## config.mk

```make
export PLATFORM = sky130hd
export DESIGN_NAME = ctl_clk_divider
export DESIGN_NICKNAME = d
export VERILOG_FILES = /design/src/rtl/clkdiv_pkg.sv /design/src/rtl/clkdiv_ratio_latch.sv /design/src/rtl/clkdiv_counter.sv /design/src/rtl/clkdiv_ext_sync.sv /design/src/rtl/ctl_clk_divider.sv
export SDC_FILE = /design/constraint.sdc
export NUM_CORES = 1
export LEC_CHECK = 0
export BUFFER_PORTS_ARGS = -buffer_cell sky130_fd_sc_hd__buf_2
export CORE_MARGIN = 1.5
export CORE_UTILIZATION = 55
export CTS_CLUSTER_SIZE = 24
export DETAILED_ROUTE_END_ITERATION = 10
export GPL_TIMING_DRIVEN = 0
export PLACE_DENSITY = 0.75
export SETUP_SLACK_MARGIN = 0.2
export SLEW_MARGIN = 20
export SYNTH_ARGS = -nofsm -noshare
export SYNTH_HDL_FRONTEND = slang
export SYNTH_SLANG_ARGS = --single-unit
export TNS_END_PERCENT = 100
```

## constraint.sdc

```tcl
create_clock -name clk_i -period 3.3 [get_ports clk_i]
set_clock_uncertainty 0.05 [all_clocks]
set_input_delay 0.66 -clock clk_i [delete_from_list [all_inputs] [get_ports clk_i]]
set_output_delay 0.66 -clock clk_i [all_outputs]
set_load 0.02 [all_outputs]
```

## src/rtl/clkdiv_pkg.sv

```systemverilog
package clkdiv_pkg;
  localparam int SEL_W     = 3;
  localparam int MAX_RATIO = 32;
  localparam int CNT_W     = $clog2(MAX_RATIO);
  localparam int RATIO_W   = CNT_W + 1;

  typedef logic [SEL_W-1:0]   sel_t;
  typedef logic [RATIO_W-1:0] ratio_t;
  typedef logic [CNT_W-1:0]   cnt_t;

  function automatic ratio_t code_to_ratio(input sel_t code);
    ratio_t r;
    case (code)
      3'd0:    r = RATIO_W'(1);
      3'd1:    r = RATIO_W'(2);
      3'd2:    r = RATIO_W'(4);
      3'd3:    r = RATIO_W'(6);
      3'd4:    r = RATIO_W'(8);
      3'd5:    r = RATIO_W'(16);
      3'd6:    r = RATIO_W'(24);
      default: r = RATIO_W'(32);
    endcase
    return r;
  endfunction
endpackage

```

## src/rtl/clkdiv_ratio_latch.sv

```systemverilog
module clkdiv_ratio_latch
  import clkdiv_pkg::*;
(
  input  logic   clk_i,
  input  logic   rst_i,
  input  logic   capture_i,
  input  sel_t   sel_i,
  output sel_t   sel_q_o,
  output ratio_t ratio_o
);
  sel_t   sel_q;
  ratio_t ratio_q;

  // capture only while the divider is held in reset
  always_ff @(posedge clk_i) begin
    if (rst_i) begin
      sel_q   <= '0;
      ratio_q <= RATIO_W'(1);
    end else if (capture_i) begin
      sel_q   <= sel_i;
      ratio_q <= code_to_ratio(sel_i);
    end
  end

  assign sel_q_o = sel_q;
  assign ratio_o = ratio_q;
endmodule

```

## src/rtl/clkdiv_counter.sv

```systemverilog
module clkdiv_counter
  import clkdiv_pkg::*;
(
  input  logic   clk_i,
  input  logic   rst_i,
  input  logic   run_i,
  input  ratio_t ratio_i,
  output logic   wrap_o,
  output logic   level_nxt_o
);
  cnt_t   cnt_q;
  logic   armed_q;
  cnt_t   cnt_nxt;
  cnt_t   last;
  ratio_t half;
  logic   armed_nxt;

  assign last    = CNT_W'(ratio_i - RATIO_W'(1));
  assign half    = ratio_i >> 1;
  assign wrap_o  = run_i && (cnt_q == last);

  always_comb begin
    if (!run_i || wrap_o) cnt_nxt = '0;
    else                  cnt_nxt = cnt_q + CNT_W'(1);
  end

  // armed after the first full period, so no early high phase
  assign armed_nxt = run_i && (armed_q || wrap_o);

  always_comb begin
    if (ratio_i == RATIO_W'(1)) level_nxt_o = run_i;
    else level_nxt_o = armed_nxt && ({1'b0, cnt_nxt} < half);
  end

  always_ff @(posedge clk_i) begin
    if (rst_i) begin
      cnt_q   <= '0;
      armed_q <= 1'b0;
    end else begin
      cnt_q   <= cnt_nxt;
      armed_q <= armed_nxt;
    end
  end
endmodule

```

## src/rtl/clkdiv_ext_sync.sv

```systemverilog
module clkdiv_ext_sync #(
  parameter int STAGES = 2
) (
  input  logic clk_i,
  input  logic rst_i,
  input  logic ext_i,
  output logic ext_s_o,
  output logic rise_o
);
  logic [STAGES-1:0] sync_q;
  logic              prev_q;

  generate
    if (STAGES == 1) begin : g_single
      always_ff @(posedge clk_i) begin
        if (rst_i) sync_q <= '0;
        else       sync_q <= ext_i;
      end
    end else begin : g_chain
      always_ff @(posedge clk_i) begin
        if (rst_i) sync_q <= '0;
        else       sync_q <= {sync_q[STAGES-2:0], ext_i};
      end
    end
  endgenerate

  always_ff @(posedge clk_i) begin
    if (rst_i) prev_q <= 1'b0;
    else       prev_q <= sync_q[STAGES-1];
  end

  assign ext_s_o = sync_q[STAGES-1];
  assign rise_o  = sync_q[STAGES-1] && !prev_q;
endmodule

```

## src/rtl/ctl_clk_divider.sv

```systemverilog
module ctl_clk_divider
  import clkdiv_pkg::*;
#(
  parameter int SYNC_STAGES = 2
) (
  input  logic             clk_i,
  input  logic             rst_i,
  input  logic             div_rst_i,
  input  logic             clk_en_i,
  input  logic [SEL_W-1:0] ratio_sel_i,
  input  logic             bypass_i,
  input  logic             ext_clk_i,
  output logic             div_strobe_o,
  output logic             div_clk_o,
  output logic [SEL_W-1:0] sel_status_o,
  output logic             en_status_o
);
  ratio_t ratio;
  sel_t   sel_q;
  logic   wrap;
  logic   level_nxt;
  logic   ext_s;
  logic   ext_rise;
  logic   strobe_q;
  logic   clk_q;
  logic   en_q;

  clkdiv_ratio_latch u_latch (
    .clk_i     (clk_i),
    .rst_i     (rst_i),
    .capture_i (div_rst_i),
    .sel_i     (ratio_sel_i),
    .sel_q_o   (sel_q),
    .ratio_o   (ratio)
  );

  clkdiv_counter u_cnt (
    .clk_i       (clk_i),
    .rst_i       (rst_i),
    .run_i       (!div_rst_i),
    .ratio_i     (ratio),
    .wrap_o      (wrap),
    .level_nxt_o (level_nxt)
  );

  clkdiv_ext_sync #(.STAGES(SYNC_STAGES)) u_sync (
    .clk_i   (clk_i),
    .rst_i   (rst_i),
    .ext_i   (ext_clk_i),
    .ext_s_o (ext_s),
    .rise_o  (ext_rise)
  );

  always_ff @(posedge clk_i) begin
    if (rst_i) begin
      strobe_q <= 1'b0;
      clk_q    <= 1'b0;
      en_q     <= 1'b0;
    end else begin
      strobe_q <= clk_en_i && (bypass_i ? ext_rise : wrap);
      clk_q    <= clk_en_i && (bypass_i ? ext_s : level_nxt);
      en_q     <= clk_en_i;
    end
  end

  assign div_strobe_o = strobe_q;
  assign div_clk_o    = clk_q;
  assign sel_status_o = sel_q;
  assign en_status_o  = en_q;
endmodule

```

# ---- After elaboration in Yosys (flattened, before gate mapping)
# Index checks and enable logic that the tools add are counted.
dict set report word_totals {
  reg_bits 21
  input_bits 9
  out_inout_bits 6
  wordCells 36
}
dict set report op_classes {
  n_addsub 2
  magnitude_cmp 1
  n_eq_ne 8
  muxes 5
  n_reduce_logical 11
}
# operator count
set ops {}
lappend ops {{6-bit one-hot mux with 7 select lines} 1}
lappend ops {{3-bit equality test, second input constant} 3}
lappend ops {{3-bit by 2-bit equality test with 1-bit output, second input constant} 2}
lappend ops {{6-bit by 1-bit equality test with 1-bit output, second input constant} 1}
lappend ops {{1-bit logical AND} 6}
lappend ops {{5-bit by 1-bit adder with 5-bit output, second input constant} 1}
lappend ops {{5-bit equality test} 1}
lappend ops {{5-bit less-than comparator} 1}
lappend ops {{5-bit two-way mux} 1}
lappend ops {{5-bit by 1-bit subtractor with 5-bit output, second input constant} 1}
lappend ops {{3-bit by 1-bit equality test with 1-bit output, second input constant} 1}
lappend ops {{3-bit zero test} 1}
lappend ops {{1-bit two-way mux} 3}
lappend ops {{1-bit zero test} 2}
lappend ops {{1-bit logical OR} 2}

# ---- Longest topological paths before layout
dict set report depth {
  ltp_word 10
  depth_mapped 11
  ltp_nobuf 11
}

# ---- By module
# A second synthesis with hierarchy kept.
dict set report hier_totals {
  hier_cells 119
  hier_area_um2 1159.9
}
# mod n_inst cells_each area_per_inst_um2 seq_area_each_um2
set modules_own_cells {}
lappend modules_own_cells {clkdiv_counter 1 66 599.3 120.1}
lappend modules_own_cells {clkdiv_ratio_latch 1 36 371.6 180.2}
lappend modules_own_cells {ctl_clk_divider 1 10 101.3 60.1}
lappend modules_own_cells {clkdiv_ext_sync 1 7 87.6 60.1}

# ---- Worst setup path before layout
# OpenSTA, ideal clock, no wires.
dict set report synth_path {
  kind {reg2reg}
  startpoint {register u_latch.ratio_q[0] (netlist: u_latch.ratio_o[0])}
  endpoint {register clk_q (netlist: div_clk_o)}
  setup_time_ns 0.086
  t_arrival_ns 2.383
  required_ns 3.164
  slack_ns 0.782
  path_stages_with_launch 12
  path_buffers 0
  path_cell_list {dfxtp_1 -> inv_1 -> ha_1 -> o21bai_1 -> o22ai_2 -> a2111o_1 -> and3_1 -> ha_1 -> nor2b_1 -> o2111ai_1 -> a31oi_1 -> a211oi_1}
}
dict set report synth_via {
  elab_chain_len 10
  word_cells_on_any_way 13
  classes_between {add/sub (1); order compare (1); eq/ne (2); mux (3); reduce/logical (6)}
}
# element line_no
set synth_lines {}
lappend synth_lines {{from (decl)} clkdiv_ratio_latch.sv:12} ;# ratio_t ratio_q;
lappend synth_lines {{from (signal assigned)} clkdiv_ratio_latch.sv:21} ;# ratio_q <= code_to_ratio(sel_i);
lappend synth_lines {{5-bit by 1-bit subtractor with 5-bit output} clkdiv_counter.sv:18} ;# assign last = CNT_W'(ratio_i - RATIO_W'(1));
lappend synth_lines {{5-bit equality test} clkdiv_counter.sv:20} ;# assign wrap_o = run_i && (cnt_q == last);
lappend synth_lines {{1-bit logical AND} clkdiv_counter.sv:20}
lappend synth_lines {{1-bit logical OR} clkdiv_counter.sv:23} ;# if (!run_i || wrap_o) cnt_nxt = '0;
lappend synth_lines {{5-bit two-way mux} clkdiv_counter.sv:23}
lappend synth_lines {{via u_cnt.cnt_nxt[1]} clkdiv_counter.sv:13} ;# cnt_t cnt_nxt;
lappend synth_lines {{5-bit less-than comparator} clkdiv_counter.sv:32} ;# else level_nxt_o = armed_nxt && ({1'b0, cnt_nxt} < half);
lappend synth_lines {{1-bit logical AND} clkdiv_counter.sv:32}
lappend synth_lines {{1-bit two-way mux} clkdiv_counter.sv:31} ;# if (ratio_i == RATIO_W'(1)) level_nxt_o = run_i;
lappend synth_lines {{1-bit two-way mux} ctl_clk_divider.sv:61} ;# clk_q <= clk_en_i && (bypass_i ? ext_s : level_nxt);
lappend synth_lines {{1-bit logical AND} ctl_clk_divider.sv:61}
lappend synth_lines {{to (signal assigned)} ctl_clk_divider.sv:61}
lappend synth_lines {{to (decl)} ctl_clk_divider.sv:25} ;# logic clk_q;
# The timed path passes the listed nets, and every way through them passes these cells.
# A chain may end at the register's enable or synchronous reset.

# ---- Worst setup path after layout
# Ends and elaborated chain as after synthesis.

==> results by group <==
Clock network
  – Clock-pin transition on the worst setup and hold timing paths: 0.11 ns
  – Number of setup buffers added after CTS: 0
  – Source-to-sink clock delay at the later pin of the worst-skew pair: 0.30 ns
  – Buffer levels on the longest clock path: 2
  – Post-CTS Hold Buffers: 0
  – Root Buffer: sky130_fd_sc_hd__clkbuf_4
  – Number of sinks driven by the clock tree: 21
  – Quantity of gates resized following cts: 0
  – CTS tree: yes
  – Number of levels in the clock H-tree: 1
  – CTS buffer count: 3

Global route
  – First-pass GRT wire length: 3.17 mm
  – Initial antenna violation count: 0
  – Vias in the first global route: 770
  – Aggregate global routing overflow: 0
  – Pin count of the biggest net entering global routing: 12
  – GRT Total Usage: 20.9%

Placed design
  – Gp weighted congestion: 0.835
  – Post-DP Area: 1170 um^2
  – Post-placement setup slack: 0.532 ns
  – I/O Buffers: 14
  – HPWL reported at the end of detailed placement: 1.50 mm

Finish
  – Fraction of layout instances using a drive strength above 1: 17.4%
  – Diode insertion count for antenna repair: 0
  – Share of the core filled with cells in the final layout: 67.7%
  – Relative area change from synthesis to final layout: 12.0%
  – Nets@finish: 149
  – Finished Cell Area: 1190 um^2

Critical path
  – Crit-path most repeated cell: sky130_fd_sc_hd__ha_1
  – Startpoint of the most critical setup path: u_latch.ratio_o[0]$_SDFFE_PP1P_
  – R2R Setup Slk: 0.52 ns
  – Arrival time worst endpoint: 2.95 ns
  – Setup Crit Path Kind: reg2reg
  – Top fanout value on the critical path: 5
  – Largest stage delay, worst path: 0.47 ns
  – Logic depth of the worst register-to-register path: 11
  – Reg2reg start: u_latch.ratio_o[0]$_SDFFE_PP1P_
  – Element type at the critical path end: flop
  – Critical Path, Cell by Cell: inv_1, ha_1, o21bai_1, o22ai_2, a2111o_1, and3_1, ha_1, nor2b_1, o2111ai_1, a31oi_1, a211oi_1
  – Req. time, crit path: 3.46 ns
  – Worst reg2reg endpoint: div_clk_o$_SDFF_PP0_
  – Largest delay contributor family on the critical path: compound AO/OA/AOI/OAI gates
  – Type of element launching the critical path: flop
  – Bufs and invs on worst path: 1
  – Critical Path Slowest Stage Cell: sky130_fd_sc_hd__a2111o_1

Synthesis
  – Number of enable-type register cells in the synthesized netlist: 0
  – Dominant combinational cell family by area after synthesis: simple AND/OR/NAND/NOR gates
  – Post-Synth XOR/XNOR Area: 9.62%
  – Flip-flop cell with the highest count after synthesis: sky130_fd_sc_hd__dfxtp_1
  – Share of synthesized registers carrying an async set or reset: 0%
  – Flip-flop and latch count after synthesis: 21
  – Post-synthesis instance area: 1070 um^2
  – Post-synthesis share of cell area spent on full adders, half adders and majority gates: 8.22%
  – Synthesis warning total: 0
  – Multiplexer share of the synthesized area: 1.88%
  – Number of unique standard cell types used by synthesis: 36
  – Synth Net Count: 130
  – Compound-Gate Fraction of Synth Area: 16.5%
  – Mean instance size in the synthesized netlist: 9.35 um^2
  – Share of the yosys chip area belonging to registers: 39.4%
  – Cells after Synth: 114
  – Simple-Gate Fraction of Synth Area: 19.0%

Power
  – Leakage power figure: 0.513 nW
  – Power Density: 402 nW/um^2
  – Max VDD drop: 291 uV

Hold path
  – Source of the worst hold timing path: u_cnt.armed_q$_SDFF_PP0_
  – Hold WC Path Type: reg2reg
  – Hold Crit Depth: 2
  – End point of the most critical hold path: u_cnt.armed_q$_SDFF_PP0_

STA
  – Remaining max-slew budget at the tightest pin: 63.2%
  – Min setup slack post-route: 0.515 ns
  – Setup TNS Final: 0 ns
  – Final setup fails: 0
  – Max Clk Rate: 359 MHz
  – Transition time at the pin with the least slew margin: 0.552 ns
  – Slew Viols, Final: 0
  – Portion of the clock cycle consumed by the worst path in the final layout: 84.4%
  – Number of hold-slack violations in the final timing report: 0
  – RSZ-0062 raised after global routing: no
  – Smallest hold slack: 0.416 ns
  – Shortest clock period the worst path allows after layout: 2.78 ns

Drt
  – Number of nets with antenna violations after detailed routing: 0
  – Routed via count divided by cell count: 5.39
  – Routed wire length: 1.96 mm
  – Detailed-route wire length per cell: 12.5 um
  – Routed vias: 846
  – Total iterations of the first detailed-routing run: 4
  – Initial detailed-routing violation count: 13
  – Post-route DRC violation count: 0

Floorplanning
  – # IOs: 15
  – Number of placement rows: 15
  – Area of the core region: 1760 um^2
  – Die X-Extent: 47.0 um
  – Die Y: 47.0 um
  – Starting density of the core: 60.4%
  – Die outline area: 2210 um^2

Outcome
  – Status: finished clean

Run
  – Max capacitance violation total: 0
## cells in the mapped netlist, types with 2 or more instances
| cell type | instances | area (um^2) |
|---|---|---|
| sky130_fd_sc_hd__nand4_1 | 2 | 12.5 |
| sky130_fd_sc_hd__xnor2_1 | 4 | 35.0 |
| sky130_fd_sc_hd__inv_1 | 8 | 30.0 |
| sky130_fd_sc_hd__xor2_1 | 4 | 35.0 |
| sky130_fd_sc_hd__nor3_1 | 8 | 40.0 |
| sky130_fd_sc_hd__nor2_1 | 11 | 41.3 |
| sky130_fd_sc_hd__nand2_1 | 5 | 18.8 |
| sky130_fd_sc_hd__dfxtp_1 | 21 | 420 |
| sky130_fd_sc_hd__clkbuf_1 | 2 | 7.51 |
| sky130_fd_sc_hd__a21oi_1 | 5 | 25.0 |
| sky130_fd_sc_hd__a41o_1 | 2 | 20.0 |
| sky130_fd_sc_hd__nand3_1 | 2 | 10.0 |
| sky130_fd_sc_hd__and3_1 | 2 | 12.5 |
| sky130_fd_sc_hd__a22oi_1 | 2 | 15.0 |
| sky130_fd_sc_hd__a31oi_1 | 2 | 12.5 |
| sky130_fd_sc_hd__nor2b_1 | 7 | 43.8 |
| sky130_fd_sc_hd__ha_1 | 7 | 87.6 |
| sky130_fd_sc_hd__mux2i_1 | 2 | 20.0 |
## sequential cells by signal, summed over array words and instances (netlist names)
| signal | cells |
|---|---|
| div_clk_o | 1 |
| div_strobe_o | 1 |
| u_sync.sync_q | 2 |
| u_cnt.cnt_q | 5 |
| u_latch.ratio_o | 6 |
| en_status_o | 1 |
| u_latch.sel_q_o | 3 |
| u_cnt.armed_q | 1 |
| u_sync.prev_q | 1 |
## cell families after synthesis
| kind of cell | after synthesis |
|---|---|
| AND/OR/NAND/NOR | 40 |
| AO/OA/AOI/OAI | 21 |
| flip-flops | 21 |
| buffers and inverters | 13 |
| XOR/XNOR | 10 |
| adder cells (fa/ha/maj) | 7 |
| multiplexers | 2 |
## power by group
| part | switching, mW | leakage, nW | internal [mW] | total [mW] |
|---|---|---|---|---|
| logic | 0.0499 | 0.326 | 0.0376 | 0.0875 |
| registers | 0.00850 | 0.172 | 0.264 | 0.273 |
| clock network | 0.0732 | 0.0150 | 0.0472 | 0.120 |
## cells in the final DEF, fill, tap and decap left out, types with 2 or more instances in the layout
master                     instances
sky130_fd_sc_hd__dfxtp_1          21
sky130_fd_sc_hd__buf_2            14
sky130_fd_sc_hd__nor2_1           11
sky130_fd_sc_hd__inv_1             8
sky130_fd_sc_hd__nor3_1            8
sky130_fd_sc_hd__nor2b_1           7
sky130_fd_sc_hd__ha_1              7
sky130_fd_sc_hd__nand2_1           5
sky130_fd_sc_hd__a21oi_1           5
sky130_fd_sc_hd__xor2_1            4
sky130_fd_sc_hd__xnor2_1           4
sky130_fd_sc_hd__clkbuf_1          3
sky130_fd_sc_hd__clkbuf_4          3
sky130_fd_sc_hd__and3_1            2
sky130_fd_sc_hd__a31oi_1           2
sky130_fd_sc_hd__nand3_1           2
sky130_fd_sc_hd__a22oi_1           2
sky130_fd_sc_hd__mux2i_1           2
sky130_fd_sc_hd__a41o_1            2
sky130_fd_sc_hd__nand4_1           2
## worst min-delay path, stage by stage, from the launching register on
cell and delay (ns):
sky130_fd_sc_hd__dfxtp_1 0.33, sky130_fd_sc_hd__inv_1 0.05, sky130_fd_sc_hd__a21oi_1 0.05
## how the worst max path moves through the flow
stage                                 endpoint  cells past startpoint  slack, ns
final                     div_clk_o$_SDFF_PP0_                     11       0.52
after detailed placement  div_clk_o$_SDFF_PP0_                     11       0.53
after global routing      div_clk_o$_SDFF_PP0_                     11       0.30
after floorplan           div_clk_o$_SDFF_PP0_                     11       0.78
after global placement    div_clk_o$_SDFF_PP0_                     11       0.55
after CTS                 div_clk_o$_SDFF_PP0_                     11       0.49
## area by class of cell
class                   instances  area, um^2
multi-input cells              80         589
fillers                       162         571
flip-flops and latches         21         420
repair buffers                 14        70.1
inverters                       9        33.8
well taps                      25        31.3
clock buffers                   4        26.3
plain buffers                   4        22.5
## through the flow
stage	total power, mW	instances
after CTS	0.482	157
final	0.480	157
after floorplan	0.341	114
after global placement	0.363	153
after detailed placement	0.366	153
after global routing	0.503	157
## per-layer routing
metal | share of wire [%] | global-route usage [%] | up-vias
met4 | 2.1 | 10.0 | 0
met5 | 0 | 0 | -
met1 | 47 | 25.9 | 387
li1 | - | - | 435
met2 | 48 | 34.5 | 19
met3 | 3.3 | 4.62 | 5
Power figures use the tool's default switching activity.
